[src/rtl/ppc_pkg.sv]
package ppc_pkg;
    localparam int DW = 8;
    localparam int AW = 3;

    typedef enum logic [2:0] {
        A_GCR   = 3'd0,
        A_ACR   = 3'd1,
        A_STAT  = 3'd2,
        A_PVEC  = 3'd3,
        A_TVEC  = 3'd4,
        A_LATCH = 3'd5
    } reg_addr_e;

    localparam logic [DW-1:0] VEC_RESET = 8'h0F;

    // global control byte fields
    localparam int GCR_EN_BIT    = 4;
    localparam int GCR_H2LOW_BIT = 1;
    localparam int GCR_H1LOW_BIT = 0;
    // status byte field
    localparam int STAT_H2_BIT   = 1;

    typedef enum logic [1:0] {
        OB_NEG = 2'b00,
        OB_ASS = 2'b01,
        OB_ILK = 2'b10,
        OB_PLS = 2'b11
    } out_beh_e;

    typedef struct packed {
        logic [1:0] submode;
        logic       dir_out;
        out_beh_e   beh;
        logic [2:0] spare;
    } acr_t;

    function automatic logic pin_level(input logic asserted, input logic low_active);
        return asserted ^ low_active;
    endfunction
endpackage

[src/rtl/ppc_sync_edge.sv]
module ppc_sync_edge #(
    parameter int STAGES = 2
) (
    input  logic clk,
    input  logic rst,
    input  logic pin_i,
    input  logic low_active_i,
    output logic edge_o
);
    logic [STAGES-1:0] sync_q;
    logic              prev_q;
    logic              lvl;

    assign lvl    = sync_q[STAGES-1] ^ low_active_i;
    assign edge_o = lvl & ~prev_q;

    always_ff @(posedge clk) begin
        if (rst) begin
            sync_q <= '0;
            prev_q <= 1'b0;
        end else begin
            sync_q <= {sync_q[STAGES-2:0], pin_i};
            prev_q <= lvl;
        end
    end
endmodule

[src/rtl/ppc_hs_seq.sv]
module ppc_hs_seq #(
    parameter int PULSE_W = 4
) (
    input  logic clk,
    input  logic rst,
    input  logic h1_edge_i,
    input  logic latch_rd_i,
    output logic latch_full_o,
    output logic pulse_on_o
);
    localparam int CW = $clog2(PULSE_W + 1);

    logic          full_q;
    logic [CW-1:0] cnt_q;

    assign latch_full_o = full_q;
    assign pulse_on_o   = (cnt_q != '0);

    always_ff @(posedge clk) begin
        if (rst) begin
            full_q <= 1'b0;
        end else if (h1_edge_i) begin
            full_q <= 1'b1;
        end else if (latch_rd_i) begin
            full_q <= 1'b0;
        end
    end

    always_ff @(posedge clk) begin
        if (rst) begin
            cnt_q <= '0;
        end else if (h1_edge_i) begin
            cnt_q <= '0;
        end else if (latch_rd_i && full_q) begin
            cnt_q <= CW'(PULSE_W);
        end else if (cnt_q != '0) begin
            cnt_q <= cnt_q - CW'(1);
        end
    end

    // a strobe edge always leaves the latch full
    assert_edge_fills_R9: assert property (@(posedge clk) disable iff (rst)
        $past(h1_edge_i) |-> latch_full_o);
    // a pulse only starts after the full latch is read
    assert_pulse_start_R10: assert property (@(posedge clk) disable iff (rst)
        $rose(pulse_on_o) |-> $past(latch_rd_i && full_q));
    // a strobe edge ends any pulse
    assert_pulse_cut_R10: assert property (@(posedge clk) disable iff (rst)
        $past(h1_edge_i) |-> !pulse_on_o);
endmodule

[src/rtl/ppc_regs.sv]
module ppc_regs
    import ppc_pkg::*;
(
    input  logic          clk,
    input  logic          rst,
    input  logic          bus_wr_i,
    input  logic          bus_rd_i,
    input  logic [AW-1:0] bus_addr_i,
    input  logic [DW-1:0] bus_wdata_i,
    input  logic          h2_edge_i,
    output logic [DW-1:0] bus_rdata_o,
    output logic          en_o,
    output logic          h1_low_o,
    output logic          h2_low_o,
    output logic          dir_out_o,
    output logic          sub_hi_o,
    output out_beh_e      beh_o,
    output logic          latch_rd_o
);
    logic [DW-1:0] gcr_q, acr_q, pvec_q, tvec_q;
    logic          flag_q;
    logic          flag_set, flag_clr;
    acr_t          acr;
    reg_addr_e     addr;

    assign addr       = reg_addr_e'(bus_addr_i);
    assign acr        = acr_t'(acr_q);
    assign en_o       = gcr_q[GCR_EN_BIT];
    assign h1_low_o   = gcr_q[GCR_H1LOW_BIT];
    assign h2_low_o   = gcr_q[GCR_H2LOW_BIT];
    assign dir_out_o  = acr.dir_out;
    assign sub_hi_o   = acr.submode[1];
    assign beh_o      = acr.beh;
    assign latch_rd_o = bus_rd_i && (addr == A_LATCH);

    assign flag_set = h2_edge_i && en_o && !acr.dir_out;
    assign flag_clr = bus_wr_i && (addr == A_STAT) && bus_wdata_i[STAT_H2_BIT];

    always_ff @(posedge clk) begin
        if (rst) begin
            gcr_q  <= '0;
            acr_q  <= '0;
            pvec_q <= VEC_RESET;
            tvec_q <= VEC_RESET;
        end else if (bus_wr_i) begin
            case (addr)
                A_GCR:   gcr_q  <= bus_wdata_i;
                A_ACR:   acr_q  <= bus_wdata_i;
                A_PVEC:  pvec_q <= bus_wdata_i;
                A_TVEC:  tvec_q <= bus_wdata_i;
                default: ;
            endcase
        end
    end

    always_ff @(posedge clk) begin
        if (rst) begin
            flag_q <= 1'b0;
        end else if (acr.dir_out) begin
            flag_q <= 1'b0;
        end else if (flag_set) begin
            flag_q <= 1'b1;
        end else if (flag_clr) begin
            flag_q <= 1'b0;
        end
    end

    always_comb begin
        bus_rdata_o = '0;
        case (addr)
            A_GCR:   bus_rdata_o = gcr_q;
            A_ACR:   bus_rdata_o = acr_q;
            A_STAT:  bus_rdata_o[STAT_H2_BIT] = flag_q;
            A_PVEC:  bus_rdata_o = pvec_q;
            A_TVEC:  bus_rdata_o = tvec_q;
            default: bus_rdata_o = '0;
        endcase
    end

    // register contents right after reset
    assert_reset_vals_R1: assert property (@(posedge clk) disable iff (rst)
        $past(rst) |-> (gcr_q == '0 && acr_q == '0 && !flag_q &&
                        pvec_q == VEC_RESET && tvec_q == VEC_RESET));
    // output direction keeps the flag clear
    assert_out_clears_flag_R6: assert property (@(posedge clk) disable iff (rst)
        $past(acr.dir_out) |-> !flag_q);
    // a qualified edge sets the flag even against a clearing write
    assert_edge_sets_R5: assert property (@(posedge clk) disable iff (rst)
        $past(flag_set) |-> flag_q);
endmodule

[src/rtl/ppc_h2_ctrl.sv]
module ppc_h2_ctrl
    import ppc_pkg::*;
#(
    parameter int SYNC_STAGES = 2,
    parameter int PULSE_W     = 4
) (
    input  logic          clk,
    input  logic          rst,
    input  logic          h1_in,
    input  logic          h2_in,
    output logic          h2_out,
    output logic          h2_oe,
    input  logic          bus_wr,
    input  logic          bus_rd,
    input  logic [AW-1:0] bus_addr,
    input  logic [DW-1:0] bus_wdata,
    output logic [DW-1:0] bus_rdata
);
    localparam int NLINES = 2;

    logic     en, h1_low, h2_low, dir_out, sub_hi, latch_rd;
    logic     latch_full, pulse_on, asserted;
    out_beh_e beh;

    logic [NLINES-1:0] line_pin, line_low, line_edge;

    assign line_pin = {h2_in, h1_in};
    assign line_low = {h2_low, h1_low};

    for (genvar i = 0; i < NLINES; i++) begin : g_line
        ppc_sync_edge #(.STAGES(SYNC_STAGES)) u_sync (
            .clk          (clk),
            .rst          (rst),
            .pin_i        (line_pin[i]),
            .low_active_i (line_low[i]),
            .edge_o       (line_edge[i])
        );
    end

    ppc_regs u_regs (
        .clk         (clk),
        .rst         (rst),
        .bus_wr_i    (bus_wr),
        .bus_rd_i    (bus_rd),
        .bus_addr_i  (bus_addr),
        .bus_wdata_i (bus_wdata),
        .h2_edge_i   (line_edge[1]),
        .bus_rdata_o (bus_rdata),
        .en_o        (en),
        .h1_low_o    (h1_low),
        .h2_low_o    (h2_low),
        .dir_out_o   (dir_out),
        .sub_hi_o    (sub_hi),
        .beh_o       (beh),
        .latch_rd_o  (latch_rd)
    );

    ppc_hs_seq #(.PULSE_W(PULSE_W)) u_seq (
        .clk          (clk),
        .rst          (rst),
        .h1_edge_i    (line_edge[0]),
        .latch_rd_i   (latch_rd),
        .latch_full_o (latch_full),
        .pulse_on_o   (pulse_on)
    );

    always_comb begin
        asserted = 1'b0;
        if (en && dir_out) begin
            if (sub_hi) begin
                asserted = beh[0];
            end else begin
                case (beh)
                    OB_NEG:  asserted = 1'b0;
                    OB_ASS:  asserted = 1'b1;
                    OB_ILK:  asserted = !latch_full;
                    OB_PLS:  asserted = pulse_on;
                    default: asserted = 1'b0;
                endcase
            end
        end
    end

    assign h2_out = pin_level(asserted, h2_low);
    assign h2_oe  = dir_out;

    // a disabled line sits at the negated level
    assert_disabled_neg_R3: assert property (@(posedge clk) disable iff (rst)
        !en |-> (h2_out == h2_low));
    // interlocked mode negates the line while the latch holds data
    assert_ilk_full_R9: assert property (@(posedge clk) disable iff (rst)
        (en && dir_out && !sub_hi && beh == OB_ILK && latch_full) |-> (h2_out == h2_low));
endmodule

[config.mk]
export PLATFORM = sky130hd
export DESIGN_NAME = ppc_h2_ctrl
export DESIGN_NICKNAME = d
export VERILOG_FILES = /design/src/rtl/ppc_pkg.sv /design/src/rtl/ppc_sync_edge.sv /design/src/rtl/ppc_hs_seq.sv /design/src/rtl/ppc_regs.sv /design/src/rtl/ppc_h2_ctrl.sv
export SDC_FILE = /design/constraint.sdc
export NUM_CORES = 1
export LEC_CHECK = 0
export BUFFER_PORTS_ARGS = -buffer_cell sky130_fd_sc_hd__clkbuf_2
export CAP_MARGIN = 20
export CORE_UTILIZATION = 35
export CTS_CLUSTER_SIZE = 24
export DETAILED_ROUTE_END_ITERATION = 12
export GPL_TIMING_DRIVEN = 0
export PLACE_DENSITY = 0.62
export SYNTH_ARGS = -nofsm -noshare
export SYNTH_HDL_FRONTEND = slang
export SYNTH_HIERARCHICAL = 1
export SYNTH_SLANG_ARGS = --single-unit
[constraint.sdc]
create_clock -name clk -period 2 [get_ports clk]
set_clock_uncertainty 0.05 [all_clocks]
set_input_delay 0.4 -clock clk [delete_from_list [all_inputs] [get_ports clk]]
set_output_delay 0.4 -clock clk [all_outputs]
set_load 0.005 [all_outputs]
==> results.cfg <==
[outcome]
status = finished with violations
violations = setup timing

[die]
die_w_um = 77.8
initial_core_util = 0.363
dieArea_sq_um = 6060
pin_count = 27
die_h_um = 77.8
core_area_sq_um = 5540
rows = 27

[grt]
antenna_found_initial = 0
grt_pass1_wl_um = 8180
grtUsageTotal = 0.178
grt_start_max_net_pins = 18
grt_overflow_total = 0
grt_pass1_vias = 1580

[power_and_ir_drop]
p_switching_uw = 527
seqPwrFrac = 0.473
p_sw_frac = 0.271
intPower_uw = 1420
power_density_nw_per_um2 = 809
clock_power_share = 0.299
combPwrFrac = 0.228
peakVddDrop_mv = 0.345
leakage_uw = 0.000959

[sta]
fin_crit_ns = 2.06
tightestPinTransition_ns = 0.627
setup_ws_ns = -0.0551
finalCritPeriodShare = 1.03
rsz0062_at_grt = yes
clock.fmax_mhz = 487
setup_viol = 1
hold_ws_ns = 0.259
slew_headroom = 0.580
maxSlewViolCount = 0
final_hold_viol_count = 0

[detailed_routing]
routedWlPerCell_um = 14.9
post-route-drc-count = 0
drt-total-wl_um = 4920
drtPass1Iterations = 4
first_iter_violations = 119
drt-vias-per-instance = 4.98
vias = 1644
route.antenna.remaining_nets = 0

[final_layout]
nets = 277
drive_gt1_frac = 0.271
diodes = 0
regArea_sq_um = 863
areaGrowthSynthToFinish_pct = 19.5
finalNonFillerCells = 330
fill_cells = 582
multiInputGateArea_sq_um = 1040

[placed_design]
place_inst = 316
io_buffers = 25
pre_cts_ws_ns = -0.0412
place_congestion = 0.789
hpwlAfterDp_um = 3350

[setup_path]
crit_slowest_cell = dfxtp_2
worst_ep_arrival_time_ns = 1.61
cpPeakStageDelay_ns = 0.35
crit_path_end_kind = output port
path_cells = inv_2, ha_4, ha_4, inv_2, nand4bb_1, o2111ai_2, xnor2_1, buf_2
cp.required_ns = 1.55
crit_path_max_fanout = 2
crit_start = u_seq/cnt_q[1]
path_class = reg2out
r2r-start = u_seq/cnt_q[1]
start_kind = flip-flop

[synthesis]
yosys-top-cells-count = dfxtp_1, nand2_1, nor2_1, a21oi_1, mux2i_1
synth_area_leaders = dfxtp_1, mux2i_1, nand2_1
avgSynthCellArea_sq_um = 9.19
synth_cell_type_count = 37
synthesis.instances = 219
ys.flop_type = dfxtp_1
yosysTopAreaCellShare = 0.428
synthArstFlopShare = 0
synth_area_leader_cell = dfxtp_1
syn_area_sq_um = 2010
ys.warnings.count = 6
yosysMostFrequentCell = dfxtp_1
synth-seq-cells = 43
yosysSeqAreaShare = 0.428
synth_fp_nets = 239
synth_edf_count = 0

[clock_network]
insertion_delay_ns = 0.30
clockBufferDepth = 2
clock_sink_count = 43
root_buffer = clkbuf_8
numCtsBuffers = 5
clkTransAtPathRegs_ns = 0.08
cts_tree = done
ctsHtreeMaxLevel = 2

[job]
maxCapViolCount = 0

[worst_hold_path]
hold_path.class = in2reg
min_from = h2_in
## logic make-up (layout without fill, tap and decap cells)
group,count (synthesis),count (layout),share of synthesized area
flops,43,43,0.428
buf+inv,24,63,0.0671
mux,21,21,0.113
compound gates,39,39,0.126
fa+ha+maj,3,3,0.0186
simple gates,85,85,0.230
xor+xnor,4,4,0.0174
## cells in the final DEF, fill, tap and decap left out, drive strengths merged, types with 5 or more instances in the layout
cell,synthesis,routed
mux2i,16,16
dfxtp,43,43
buf,11,19
o21ai,6,6
nor2,22,22
inv,7,7
nor2b,5,5
a21oi,17,17
clkbuf,6,36
a211o,5,5
nand2,30,30
## worst max-delay path: cells and delay by family, from the launching register on
| family | cells | cell delay, ns |
|---|---|---|
| flops | 1 | 0.35 |
| fa+ha+maj | 2 | 0.32 |
| buf+inv | 3 | 0.23 |
| xor+xnor | 1 | 0.18 |
| simple gates | 1 | 0.12 |
| compound gates | 1 | 0.11 |
## state kept, by name (all words and copies together) (netlist names)
signal                count
u_regs/pvec_q             8
u_seq/latch_full_o        1
u_regs/acr                8
u_regs/flag_q             1
g_line.u_sync/sync_q      4
u_regs/gcr_q              8
g_line.u_sync/prev_q      2
u_seq/cnt_q               3
u_regs/tvec_q             8
## metal layers
| metal | vias to the layer above | wire, um | global-route usage |
|---|---|---|---|
| li1 | 828 | - | - |
| met1 | 775 | 2400 | 0.241 |
| met2 | 37 | 2220 | 0.277 |
| met3 | 4 | 267 | 0.0400 |
| met4 | 0 | 41 | 0.0604 |
| met5 | - | 0 | 0 |
## power groups by stage
stage / Clock (uW) / Sequential (uW) / Combinational, uW
2_1_floorplan: 0 / 930 / 207
3_5_place_dp: 0 / 936 / 292
6_report: 582 / 921 / 443
3_3_place_gp: 0 / 934 / 286
5_1_grt: 639 / 926 / 483
4_1_cts: 600 / 920 / 420
## timing repair
item / in CTS / in global routing
pin swaps: 6 / 4
endpoints found under the setup margin: 3 / 6
gates resized for setup: 10 / 4
setup buffers: 6 / 1
hold buffers: 0 / 0
cloned: 0 / 0
## through the flow
| stage | util | cell area (sq um) | power [uW] | TNS (ns) |
|---|---|---|---|---|
| 6_report | 0.434 | 2400 | 1950 | -0.0551 |
| 5_1_grt | 0.434 | 2400 | 2050 | -0.135 |
| 4_1_cts | 0.432 | 2390 | 1940 | -0.0695 |
| 3_5_place_dp | 0.402 | 2230 | 1230 | -0.0604 |
| 3_3_place_gp | 0.402 | 2230 | 1220 | -0.163 |
| 2_1_floorplan | - | 2010 | 1140 | 0 |
## final cells by class
| cell class | instances | area share |
|---|---|---|
| Buffer | 16 | 0.0437 |
| Clock buffer | 7 | 0.0359 |
| Clock inverter | 1 | 0.00364 |
| Inverter | 7 | 0.0109 |
| Multi-Input combinational cell | 152 | 0.434 |
| Sequential cell | 43 | 0.359 |
| Tap cell | 72 | 0.0375 |
| Timing Repair Buffer | 32 | 0.0749 |
## path summary, 6_finish.rpt
path / depth (start not counted) / endpoint / slack, ns
max reg2reg: 7 / u_seq/cnt_q[2] / 0.59
min reg2reg: 1 / g_line[1].u_sync/sync_q[1] / 0.40
min: 2 / g_line[1].u_sync/sync_q[0] / 0.26
max: 8 / h2_out / -0.06
No activity file was read; power rests on OpenSTA's default activity.
